**src/rtl/tx_start_pkg.sv**
```systemverilog
package tx_start_pkg;
    typedef enum logic [1:0] {
        ST_IDLE = 2'd0,
        ST_WAIT = 2'd1,
        ST_SEND = 2'd2
    } tx_state_e;

    localparam int B_THR  = 6;
    localparam int B_FRC  = 8;
    localparam int B_ONE  = 9;
    localparam int B_INH  = 12;
    localparam int B_PDIS = 13;
    localparam logic [5:0] CMD_ID = 6'b001001;
endpackage

```
**src/rtl/tx_start_thresh.sv**
```systemverilog
module tx_start_thresh #(
    parameter int LEN_W = 11,
    parameter int LVL0  = 5,
    parameter int LVL1  = 381,
    parameter int LVL2  = 1021
) (
    input  logic [1:0]       sel,
    input  logic [LEN_W-1:0] len,
    input  logic [LEN_W-1:0] buf_cnt,
    output logic             hit
);
    localparam int NLVL = 4;
    localparam int LVLS [NLVL-1] = '{LVL0, LVL1, LVL2};

    logic [LEN_W-1:0] lvl [NLVL];

    for (genvar g = 0; g < NLVL - 1; g++) begin : g_fixed
        assign lvl[g] = LEN_W'(LVLS[g]);
    end
    assign lvl[NLVL-1] = len;

    assign hit = (buf_cnt >= lvl[sel]) || (buf_cnt >= len);
endmodule

```
**src/rtl/tx_frame_shape.sv**
```systemverilog
module tx_frame_shape #(
    parameter int LEN_W   = 11,
    parameter int PAD_MIN = 60
) (
    input  logic             pad_dis,
    input  logic             inh_crc,
    input  logic [LEN_W-1:0] len,
    output logic [LEN_W-1:0] pad_cnt,
    output logic             crc_en
);
    localparam logic [LEN_W-1:0] PMIN = LEN_W'(PAD_MIN);

    always_comb begin
        pad_cnt = '0;
        if (!pad_dis && (len < PMIN)) pad_cnt = PMIN - len;
        crc_en = !inh_crc;
    end
endmodule

```
**src/rtl/tx_start_ctl.sv**
```systemverilog
module tx_start_ctl
    import tx_start_pkg::*;
#(
    parameter int LEN_W     = 11,
    parameter int COL_LIMIT = 16,
    parameter int PAD_MIN   = 60,
    parameter int MIN_LEN   = 3,
    parameter int LVL0      = 5,
    parameter int LVL1      = 381,
    parameter int LVL2      = 1021
) (
    input  logic             clk,
    input  logic             rst_n,
    input  logic             cmd_wr,
    input  logic [15:0]      cmd_word,
    input  logic [LEN_W-1:0] len_in,
    input  logic [LEN_W-1:0] buf_cnt,
    input  logic             col_in,
    input  logic             tx_done,
    output logic [15:0]      cmd_reg,
    output logic             tx_start,
    output logic [LEN_W-1:0] pad_cnt,
    output logic             crc_en,
    output logic             buf_flush,
    output logic             abort_badcrc,
    output logic             give_up
);
    localparam int CW = $clog2(COL_LIMIT + 1);

    typedef struct packed {
        tx_state_e        st;
        logic [1:0]       thr;
        logic             frc;
        logic             one;
        logic             inh;
        logic             pdis;
        logic [LEN_W-1:0] len;
        logic [CW-1:0]    col;
        logic             start;
        logic             abort;
        logic             flush;
        logic             give;
    } ctl_t;

    ctl_t q, d;
    logic hit;
    logic accept;
    logic [CW-1:0] col_inc;
    logic [CW-1:0] lim;
    logic unused_bits;

    assign unused_bits = ^{cmd_word[15:14], cmd_word[11:10], cmd_word[5:0]};

    tx_start_thresh #(
        .LEN_W(LEN_W), .LVL0(LVL0), .LVL1(LVL1), .LVL2(LVL2)
    ) u_thr (
        .sel(q.thr), .len(q.len), .buf_cnt(buf_cnt), .hit(hit)
    );

    tx_frame_shape #(
        .LEN_W(LEN_W), .PAD_MIN(PAD_MIN)
    ) u_shape (
        .pad_dis(q.pdis), .inh_crc(q.inh), .len(q.len),
        .pad_cnt(pad_cnt), .crc_en(crc_en)
    );

    always_comb begin
        d       = q;
        d.start = 1'b0;
        d.abort = 1'b0;
        d.flush = 1'b0;
        d.give  = 1'b0;
        accept  = cmd_wr && !((q.st == ST_SEND) && !cmd_word[B_FRC]);
        col_inc = q.col + 1'b1;
        lim     = q.one ? CW'(1) : CW'(COL_LIMIT);
        if (accept) begin
            d.flush = cmd_word[B_FRC];
            d.abort = cmd_word[B_FRC] && (q.st == ST_SEND);
            d.thr   = cmd_word[B_THR +: 2];
            d.frc   = cmd_word[B_FRC];
            d.one   = cmd_word[B_ONE];
            d.inh   = cmd_word[B_INH];
            d.pdis  = cmd_word[B_PDIS];
            d.len   = len_in;
            d.col   = '0;
            d.st    = (len_in >= LEN_W'(MIN_LEN)) ? ST_WAIT : ST_IDLE;
        end else begin
            case (q.st)
                ST_WAIT: begin
                    if (hit) begin
                        d.start = 1'b1;
                        d.st    = ST_SEND;
                    end
                end
                ST_SEND: begin
                    if (tx_done) begin
                        d.st  = ST_IDLE;
                        d.col = '0;
                    end else if (col_in) begin
                        if (col_inc == lim) begin
                            d.give = 1'b1;
                            d.st   = ST_IDLE;
                            d.col  = '0;
                        end else begin
                            d.col = col_inc;
                        end
                    end
                end
                default: ;
            endcase
        end
    end

    always_ff @(posedge clk or negedge rst_n) begin
        if (!rst_n) q <= '{st: ST_IDLE, default: '0};
        else        q <= d;
    end

    assign cmd_reg      = {2'b00, q.pdis, q.inh, 2'b00, q.one, q.frc, q.thr, CMD_ID};
    assign tx_start     = q.start;
    assign buf_flush    = q.flush;
    assign abort_badcrc = q.abort;
    assign give_up      = q.give;

    a_r3_start_single: assert property (@(posedge clk) disable iff (!rst_n)
        tx_start |=> !tx_start);
    a_r4_no_short_start: assert property (@(posedge clk) disable iff (!rst_n)
        tx_start |-> (q.len >= LEN_W'(MIN_LEN)));
    a_r5_abort_after_force: assert property (@(posedge clk) disable iff (!rst_n)
        abort_badcrc |-> (buf_flush && $past(cmd_wr && cmd_word[B_FRC])));
    a_r7_give_up_drops: assert property (@(posedge clk) disable iff (!rst_n)
        give_up |-> (q.st == ST_IDLE));
    a_r8_col_bounded: assert property (@(posedge clk) disable iff (!rst_n)
        q.col < CW'(COL_LIMIT));
    a_r9_pad_total: assert property (@(posedge clk) disable iff (!rst_n)
        (pad_cnt != '0) |-> ((q.len + pad_cnt) == LEN_W'(PAD_MIN)));
endmodule

```
**config.mk**
```make
export PLATFORM = sky130hd
export DESIGN_NAME = tx_start_ctl
export DESIGN_NICKNAME = d
export VERILOG_FILES = /design/src/rtl/tx_start_pkg.sv /design/src/rtl/tx_start_thresh.sv /design/src/rtl/tx_frame_shape.sv /design/src/rtl/tx_start_ctl.sv
export SDC_FILE = /design/constraint.sdc
export NUM_CORES = 1
export LEC_CHECK = 0
export BUFFER_PORTS_ARGS = -buffer_cell sky130_fd_sc_hd__buf_2
export CAP_MARGIN = 10
export CELL_PAD_IN_SITES_DETAIL_PLACEMENT = 1
export CELL_PAD_IN_SITES_GLOBAL_PLACEMENT = 1
export CORE_MARGIN = 1.5
export CORE_UTILIZATION = 30
export DETAILED_ROUTE_END_ITERATION = 10
export PLACE_DENSITY_LB_ADDON = 0.1
export SLEW_MARGIN = 15
export SYNTH_ARGS = -nofsm -noshare
export SYNTH_HDL_FRONTEND = slang
export SYNTH_SLANG_ARGS = --single-unit
```
**constraint.sdc**
```tcl
create_clock -name clk -period 2.6 [get_ports clk]
set_input_delay 0.13 -clock clk [delete_from_list [all_inputs] [get_ports clk]]
set_output_delay 0.13 -clock clk [all_outputs]
set_load 0.02 [all_outputs]
```
==> results of run 1 <==
[final timing paths]
| kind | end | depth (start not counted) | start | slack, ns |
|---|---|---|---|---|
| hold reg to reg | cmd_reg[8]$_DFFE_PN0P_ | 1 | cmd_reg[8]$_DFFE_PN0P_ | 0.49 |
| max in group asynchronous | q[15]$_DFFE_PN0P_ | 2 | rst_n | 1.77 |
| setup / recovery | q[26]$_DFFE_PN0P_ | 9 | cmd_reg[6]$_DFFE_PN0P_ | 0.17 |
| hold / removal | cmd_reg[12]$_DFFE_PN0P_ | 2 | cmd_word[12] | 0.09 |
| setup reg to reg | q[26]$_DFFE_PN0P_ | 9 | cmd_reg[6]$_DFFE_PN0P_ | 0.17 |
| min in group asynchronous | q[7]$_DFFE_PN0P_ | 2 | rst_n | 0.41 |
[area by class of cell]
type                            count  area, um2  share of cell area, %
Clock buffer                        4       55.1                   2.23
Multi-Input combinational cell    168       1230                   49.7
Inverter                           19       71.3                   2.89
Tap cell                           96        120                   4.87
Timing Repair Buffer               56        293                   11.9
Sequential cell                    28        701                   28.4
[cell families after synthesis]
group / count (synthesis) / synth area share, %
adder cells (fa/ha/maj): 24 / 14.2
buffers and inverters: 40 / 10.9
XOR/XNOR: 5 / 2.06
multiplexers: 16 / 8.50
other: 2 / 0.354
AND/OR/NAND/NOR: 63 / 15.3
flip-flops: 28 / 33.0
AO/OA/AOI/OAI: 48 / 15.8
[routing by layer]
metal	up-vias	routed length (um)	GRT usage, %
li1	885	-	-
met1	804	2340	18.9
met2	28	2580	24.9
met3	2	150	1.52
met4	0	23	3.08
met5	-	0	0
[layout by cell type, fill, tap and decap left out, drive strengths merged, types with 2 or more instances in the layout]
master and instances:
buf 55, dfrtp 28, ha 24, inv 19, nor2 17, mux2 16, o21ai 16, conb 12
nand2 9, nand4 8, a21oi 8, nand3 6, nor3 6, xnor2 5, clkbuf 4, nor4 3
nor2b 3, a2111oi 3, and2 3, a31o 3, a31oi 2, nand2b 2, a211oi 2, o31ai 2
o211ai 2, or3 2
[power breakdown]
group          switching, uW  internal (uW)  leakage, uW
registers               72.8            493     0.000346
clock network            127            135    0.0000288
logic                    270            214     0.000840
[stage by stage]
step / setup WS [ns] / instances / power, uW / utilization (%) / hold WS (ns)
after floorplan: 0.444 / 236 / 930 / - / -0.166
after global placement: 0.181 / 366 / 1060 / 35.2 / 0.197
after detailed placement: 0.157 / 366 / 1070 / 35.2 / 0.197
after CTS: 0.120 / 371 / 1340 / 36.1 / 0.0827
after global routing: 0.0409 / 371 / 1430 / 36.1 / 0.0862
final: 0.165 / 371 / 1310 / 36.1 / 0.0911
[worst register-to-register path, stage by stage (launching register included)]
cell       delay, ns
dfrtp_1         0.48
or2_2           0.36
o21ai_0         0.09
ha_1            0.27
a21oi_1         0.13
nor2_1          0.05
a2111oi_0       0.38
o311a_1         0.24
o221a_2         0.23
a31o_2          0.16
==> impl_results.md, run 1 <==
- Yosys reg bits: 28
- Via/cell ratio: about 4.6
- Final-layout fill cell count: 850
- TritonCTS clock tree: done
- CP max FO: 8
- Pin count of the biggest net entering global routing: 29
- Final Hold Vio Count: 0
- Routability-driven placement congestion ratio: about 0.73
- Post-CTS Hold Buffers: 1
- Worst Path Buf+Inv: 0
- Skew-Pair Late Insertion Delay: approximately 0.27 ns
- CP Cell Sequence: or2_2 -> o21ai_0 -> ha_1 -> a21oi_1 -> nor2_1 -> a2111oi_0 -> o311a_1 -> o221a_2 -> a31o_2
- Max reg flops: 18
- Root buf cell: clkbuf_8
- GRT Overall Usage: between 10% and 20%
- Mean Syn Cell Area: 9.38 um2
- Top cells by count, synth: dfrtp_1, ha_1, buf_4, inv_1, nor2_1
- Initial Utilization: between 30% and 40%
- Max Transition Viols Final: 0
- DR vias: around 1700
- RSZ-0062 raised after global routing: false
- CTS H-tree depth: 1
- Tmin final: approximately 2.4 ns
- Core area: ~0.0068 mm2
- Critical Path Max Stage Delay: approximately 0.48 ns
- Post-Syn Area: ~0.0021 mm2
- Synth top area cells: dfrtp_1, ha_1, mux2_2
- Synth Warn #: 0
- Count leader, synth: dfrtp_1
- Worst-Margin Slew: approximately 0.74 ns
- Vias in the first global route: between 1500 and 2000
- Tcrit/Tclk final: a little over nine tenths
- Total global routing overflow: 0
- HP Class: in -> reg
- P_leak: 0.00121 uW
- Io pins: 75
- Syn-to-layout area delta: 16.3%
- Post-DP HPWL: approximately 4300 um
- Setup crit end kind: flop
- Layout Nets: between 300 and 400
- Seq/Total Area, Yosys: 33.0%
- Relative slew margins: between 50% and 60%
- Number of synthesized flops with an enable pin: 0
- Status: complete, no violations
- Crit path launch type: flop
- Post-placement cell area: ~0.0024 mm2
- CP arrival: roughly 2.7 ns
- Endpoints failing setup: 0
- CP max stage cell: dfrtp_1
- Max-cap violation count: 0
- Fin area: between 0.002 and 0.0025 mm2
- Largest area contributor in the netlist: dfrtp_1
- Layout Skew: ~0.0016 ns
- Die Y: roughly 87 um
- Worst-path clk slew: about 0.090 ns
- Ratio of cells with drive above 1 in the final layout: 31.3%
- Post-CTS Repair Setup Buffers: 0
- Mapped Cells: around 230
- TritonCTS Sinks: 28
- Residual DRC: 0
- IO Port Bufs: 52
- Ys async rst share: 100%
- 1st-iter DRT viols: 45
- Max Fclk: 0.411 GHz
- Rows: 30
- DRT Pass-1 Iters: 4
- Max IR drop VDD: 210 uV
- Area share of the largest cell type after synthesis: approximately a third
- Final WL: between 5000 and 6000 um
- Top FF cell, synth: dfrtp_1
- Die width: slightly below 90 um
- Setup TNS: 0 ns
- Post-CTS sizing: 0
- ANT nets after route: 0
- Pwr per Cell Area: between 500 and 600 mW/mm2
- Die ar.: roughly 0.0076 mm2
- First-pass GRT wire length: between 8000 and 9000 um
- Critical Path RT: ~2.8 ns
- CTS buffer count: 3
- Family with the most delay on the worst path: compound AO/OA/AOI/OAI gates
- Drt wl/cell: approximately 14 um
- Initial antenna violation count: 0
- Worst setup path class: reg -> reg
- Synth cell types: 46
- Total inserted antenna cells: 0
- Clock tree buffer depth: 2
Power figures use the tool's default switching activity.
==> run 2: changes to the inputs <==
Settings changed: CORE_ASPECT_RATIO set to 1.5.
==> impl_results.md, run 2 (same netlist as run 1, synthesis figures left out) <==
- First-pass GRT wire length: 8410 um (-0.15%)
- Max Fclk: 0.416 GHz (+1.2%)
- Status: complete, no violations
- Endpoints failing setup: 0 (unchanged)
- FF-to-FF setup slack: 0.19 ns (+0.03 ns)
- Layout Nets: 344 (+0.29%)
- CTS buffer count: 3 (unchanged)
- Pwr per Cell Area: 527 mW/mm2 (-1.0%)
- Worst Path Buf+Inv: 0 (unchanged)
- TritonCTS Sinks: 28 (unchanged)
- Via/cell ratio: 4.93 (+6.5%)
- Die ar.: 0.00759 mm2 (+0.13%)
- Root buf cell: clkbuf_8
- Final Hold Vio Count: 0 (unchanged)
- CTS H-tree depth: 1 (unchanged)
- Reg2reg end: q[26]$_DFFE_PN0P_
- CP Depth: 9 (unchanged)
- R2R depth: 9 (unchanged)
- Tcrit/Tclk final: 92.5% (-1.1 points)
- GRT Overall Usage: 13.9% (-0.29 points)
- Syn-to-layout area delta: 15.1%
- Pin count of the biggest net entering global routing: 29 (unchanged)
- Layout Skew: 0.00638 ns (+0.00478 ns)
- Critical Path RT: 2.81 ns (about the same)
- CP Cell Sequence: or2_2 -> o21ai_0 -> ha_1 -> a21oi_1 -> nor2_1 -> a2111oi_1 -> o311a_1 -> o221a_2 -> a31o_2
- Most frequent cells in the layout: buf_2, dfrtp_1, ha_1, inv_1, nor2_1
- Max Transition Viols Final: 0 (unchanged)
- CP max FO: 8 (unchanged)
- RSZ-0062 raised after global routing: false
- IO Port Bufs: 52 (unchanged)
- Critical R2R Launch: cmd_reg[6]$_DFFE_PN0P_
- CP arrival: 2.62 ns (-0.03 ns)
- Worst Setup SP: cmd_reg[6]$_DFFE_PN0P_
- Skew-Pair Late Insertion Delay: 0.27 ns (about the same)
- CP max stage cell: dfrtp_2
- ANT nets after route: 0 (unchanged)
- Final Power: 1290 uW (-2.1%)
- Relative slew margins: 49.8% (-0.63 points)
- Crit path launch type: flop
- Max IR drop VDD: 234 uV (+12%)
- Setup crit end kind: flop
- Initial antenna violation count: 0 (unchanged)
- 1st-iter DRT viols: 42 (-6.7%)
- Setup TNS: 0 ns (unchanged)
- Clock tree buffer depth: 2 (unchanged)
- Tmin final: 2.41 ns (-0.0286 ns)
- Residual DRC: 0 (unchanged)
- P_leak: 0.00121 uW (-0.28%)
- Max reg flops: 18 (unchanged)
- DP Worst Slack: 0.0795 ns (-0.0778 ns)
- Setup ws final: 0.194 ns (+0.0286 ns)
- Total global routing overflow: 0 (unchanged)
- Initial Utilization: 31.0% (-0.091 points)
- Core area: 0.00685 mm2 (+0.29%)
- Final WL: 5130 um (+0.75%)
- Post-DP HPWL: 4360 um (+1.4%)
- TritonCTS clock tree: done
- Die width: 71.7 um (-18%)
- Max-cap violation count: 0 (unchanged)
- Critical Path Max Stage Delay: 0.46 ns (-0.02 ns)
- # placed instances: 349 (-4.6%)
- HP Class: in -> reg
- Worst-Margin Slew: 0.749 ns (+0.00939 ns)
- Drt wl/cell: 14.5 um (+5.9%)
- Final-layout fill cell count: 837 (-1.5%)
- Die Y: 106 um (+22%)
- Worst-path clk slew: 0.09 ns (about the same)
- CP Capture Point: q[26]$_DFFE_PN0P_
- Family with the most delay on the worst path: compound AO/OA/AOI/OAI gates
- Vias in the first global route: 1803 (+3.9%)
- DR vias: 1742 (+1.3%)
- Routability-driven placement congestion ratio: 0.731 (-0.23%)
- Commonest non-fill, non-tap cell in the layout: buf_2
- Rows: 37 (+23%)
- Worst setup path class: reg -> reg
- Ratio of cells with drive above 1 in the final layout: 31.6% (+0.36 points)
- Total inserted antenna cells: 0 (unchanged)
- DRT Pass-1 Iters: 6 (+2)
- Cell Count, Final, Fillers Out: 353 (-4.9%)
- Io pins: 75 (unchanged)
run 2: final cells by class:
cell class | count | area (um2) | share of cell area (%)
Tap cell | 78 | 97.6 | 4.00
Timing Repair Buffer | 57 | 300 | 12.3
Clock buffer | 3 | 41.3 | 1.69
Sequential cell | 28 | 702 | 28.8
Inverter | 19 | 71.3 | 2.92
Multi-Input combinational cell | 168 | 1230 | 50.3
run 2: metrics by stage:
stage | hold slack [ns] | instance area, um2 | utilization (%)
final | 0.0845 | 2440 | 35.6
after global routing | 0.0754 | 2440 | 35.6
after CTS | 0.0768 | 2440 | 35.6
after detailed placement | 0.202 | 2390 | 34.8
after global placement | 0.207 | 2390 | 34.8
after floorplan | -0.166 | 2160 | -
run 2: per-layer routing:
metal	GRT usage (%)	wire length [um]	up-vias
li1	-	-	882
met3	0.948	138	2
met4	3.64	38	0
met5	0	0	-
met2	28.1	2870	37
met1	15.0	2090	821
run 2: report_power, final:
part	switching, uW	internal (uW)	leakage [uW]
Combinational	272	218	0.000844
Clock	124	104	0.0000216
Sequential	74.2	493	0.000345
Total	470	815	0.00121
run 2: worst min path at each step:
stage                       startpoint                      end  slack (ns)  cells past startpoint
after floorplan                  rst_n   abort_badcrc$_DFF_PN0_       -0.17                      0
after global placement           rst_n         q[5]$_DFFE_PN0P_        0.21                      1
after detailed placement         rst_n         q[5]$_DFFE_PN0P_        0.20                      1
after CTS                 cmd_word[12]  cmd_reg[12]$_DFFE_PN0P_        0.08                      2
after global routing       cmd_word[9]   cmd_reg[9]$_DFFE_PN0P_        0.08                      2
final                      cmd_word[9]   cmd_reg[9]$_DFFE_PN0P_        0.08                      2
run 2: repair_timing:
action                                 4_1_cts  5_1_grt
setup endpoints to repair                    0        3
buffers inserted                             0        0
hold buffers                                 1        0
gates resized for setup                      0        2
endpoints found under the hold margin       28        0
==> run 3: changes to the inputs <==
Settings changed: PLACE_DENSITY set to 0.64, PLACE_DENSITY_LB_ADDON 0.1 to unset.
==> impl_results.md, run 3 (same netlist as run 1, synthesis figures left out) <==
- Status: complete, but fails checks
- DRT Pass-1 Iters: 7 (+1)
- Io pins: 75 (unchanged)
- Commonest non-fill, non-tap cell in the layout: buf_2
- Vias in the first global route: 1873 (+3.9%)
- Core area: 0.00685 mm2 (unchanged)
- Pwr per Cell Area: 527 mW/mm2 (+0.14%)
- Clock tree buffer depth: 2 (unchanged)
- Max-cap violation count: 0 (unchanged)
- Rows: 37 (unchanged)
- Root buf cell: clkbuf_8
- CP max FO: 8 (unchanged)
- HP Class: in -> reg
- Setup crit end kind: flop
- R2R depth: 9 (unchanged)
- Max reg flops: 18 (unchanged)
- Hold Worst Slack: 0.0850 ns (+0.000459 ns)
- Syn-to-layout area delta: 15.0% (about the same)
- Max IR drop VDD: 263 uV (+12%)
- TritonCTS Sinks: 28 (unchanged)
- Critical Path RT: 2.82 ns (about the same)
- Reg2reg end: q[26]$_DFFE_PN0P_
- Total global routing overflow: 0 (unchanged)
- 1st-iter DRT viols: 38 (-9.5%)
- DR vias: 1794 (+3.0%)
- Pin count of the biggest net entering global routing: 29 (unchanged)
- Worst-Margin Slew: 0.752 ns (+0.00288 ns)
- First-pass GRT wire length: 8650 um (+2.9%)
- Crit path launch type: flop
- Endpoints failing setup: 0 (unchanged)
- Total inserted antenna cells: 0 (unchanged)
- FF-to-FF setup slack: 0.12 ns (-0.08 ns)
- Worst-path clk slew: 0.09 ns (about the same)
- Skew-Pair Late Insertion Delay: 0.27 ns (about the same)
- Post-CTS Repair Setup Buffers: 0 (unchanged)
- Die ar.: 0.00759 mm2 (unchanged)
- ANT nets after route: 0 (unchanged)
- Drt wl/cell: 14.8 um (+1.8%)
- Post-DP HPWL: 4410 um (+1.0%)
- Relative slew margins: 49.6% (-0.19 points)
- Residual DRC: 5 (+5)
- CTS buffer count: 3 (unchanged)
- Final Hold Vio Count: 0 (unchanged)
- Die Y: 106 um (unchanged)
- Layout Skew: 0.00430 ns (-0.00208 ns)
- Hold Crit Start: cmd_word[13]
- Die width: 71.7 um (unchanged)
- Failing checks: design-rule violations
- Worst setup path class: reg -> reg
- CTS H-tree depth: 1 (unchanged)
- Initial Utilization: 31.0% (unchanged)
- TritonCTS clock tree: done
- Via/cell ratio: 5.08 (+3.0%)
- IO Port Bufs: 52 (unchanged)
- Max Transition Viols Final: 0 (unchanged)
- GRT Overall Usage: 14.1% (+0.21 points)
- Max Fclk: 0.403 GHz (-3.1%)
- Tmin final: 2.48 ns (+0.0776 ns)
- Routability-driven placement congestion ratio: 0.887 (+21%)
- Final WL: 5220 um (+1.8%)
- Ratio of cells with drive above 1 in the final layout: 31.6% (unchanged)
- CP arrival: 2.70 ns (+0.08 ns)
- Tcrit/Tclk final: 95.5% (+3.0 points)
- Hold Path End: cmd_reg[13]$_DFFE_PN0P_
- Initial antenna violation count: 0 (unchanged)
- RSZ-0062 raised after global routing: false
- Layout Nets: 344 (unchanged)
- Critical R2R Launch: cmd_reg[6]$_DFFE_PN0P_
- WHS Path Cells: 2 (unchanged)
- Most frequent cells in the layout: buf_2, dfrtp_1, ha_1, inv_1, nor2_1
- Setup TNS: 0 ns (unchanged)
- P_leak: 0.00121 uW (about the same)
## run 3: changes by cell type in the layout (fill, tap and decap cells not counted)
cell / delta
a2111oi_1: -1
a2111oi_0: +1
## run 3: worst max-delay path by stage
stage	from	endpoint	depth (start not counted)	slack, ns
after floorplan	cmd_reg[6]$_DFFE_PN0P_	q[26]$_DFFE_PN0P_	9	0.44
after detailed placement	cmd_reg[6]$_DFFE_PN0P_	q[26]$_DFFE_PN0P_	9	0.11
after global placement	cmd_reg[6]$_DFFE_PN0P_	q[26]$_DFFE_PN0P_	9	0.15
final	cmd_reg[6]$_DFFE_PN0P_	q[26]$_DFFE_PN0P_	9	0.12
after CTS	cmd_reg[6]$_DFFE_PN0P_	q[26]$_DFFE_PN0P_	9	0.08
after global routing	cmd_reg[6]$_DFFE_PN0P_	q[26]$_DFFE_PN0P_	9	0.01
## run 3: worst max-delay path: stages (launching register included)
cell and delay (ns):
dfrtp_2 0.47, or2_2 0.35, o21ai_0 0.10, ha_1 0.28, a21oi_1 0.14, nor2_1 0.06
a2111oi_0 0.42, o311a_1 0.24, o221a_2 0.21, a31o_2 0.15
## run 3: layout make-up
cell class              count  area [um2]
clock buffers               3        41.3
repair buffers             57         300
inverters                  19        71.3
flip-flops and latches     28         702
multi-input cells         168        1230
fillers                   837        4410
well taps                  78        97.6
## run 3: timing repair
item | CTS | global route
hold endpoints to repair | 28 | 0
setup endpoints to repair | 0 | 1
resized for setup | 0 | 1
hold buffers | 1 | 0
## run 3: metal layers
layer  global-route usage [%]  up-vias  wire length (um)
met5                        0        -                 0
met4                     3.64        0                54
met3                    0.758        6               162
li1                         -      883                 -
met2                     28.2       44              2940
met1                     15.7      861              2070
## run 3: through the flow
step           utilization (%)  std cells  total power, uW  setup slack (ns)  area (um2)
2_1_floorplan                -        236              930             0.444        2160
3_3_place_gp              34.8        349             1060             0.151        2390
3_5_place_dp              34.8        349             1080             0.111        2390
4_1_cts                   35.6        353             1310            0.0779        2440
5_1_grt                   35.6        353             1390            0.0128        2440
6_report                  35.6        353             1290             0.116        2440
## run 3: power breakdown
part / leakage (uW) / internal (uW) / switching (uW)
clock network: 0.0000216 / 104 / 125
registers: 0.000345 / 493 / 75.2
logic: 0.000844 / 217 / 272
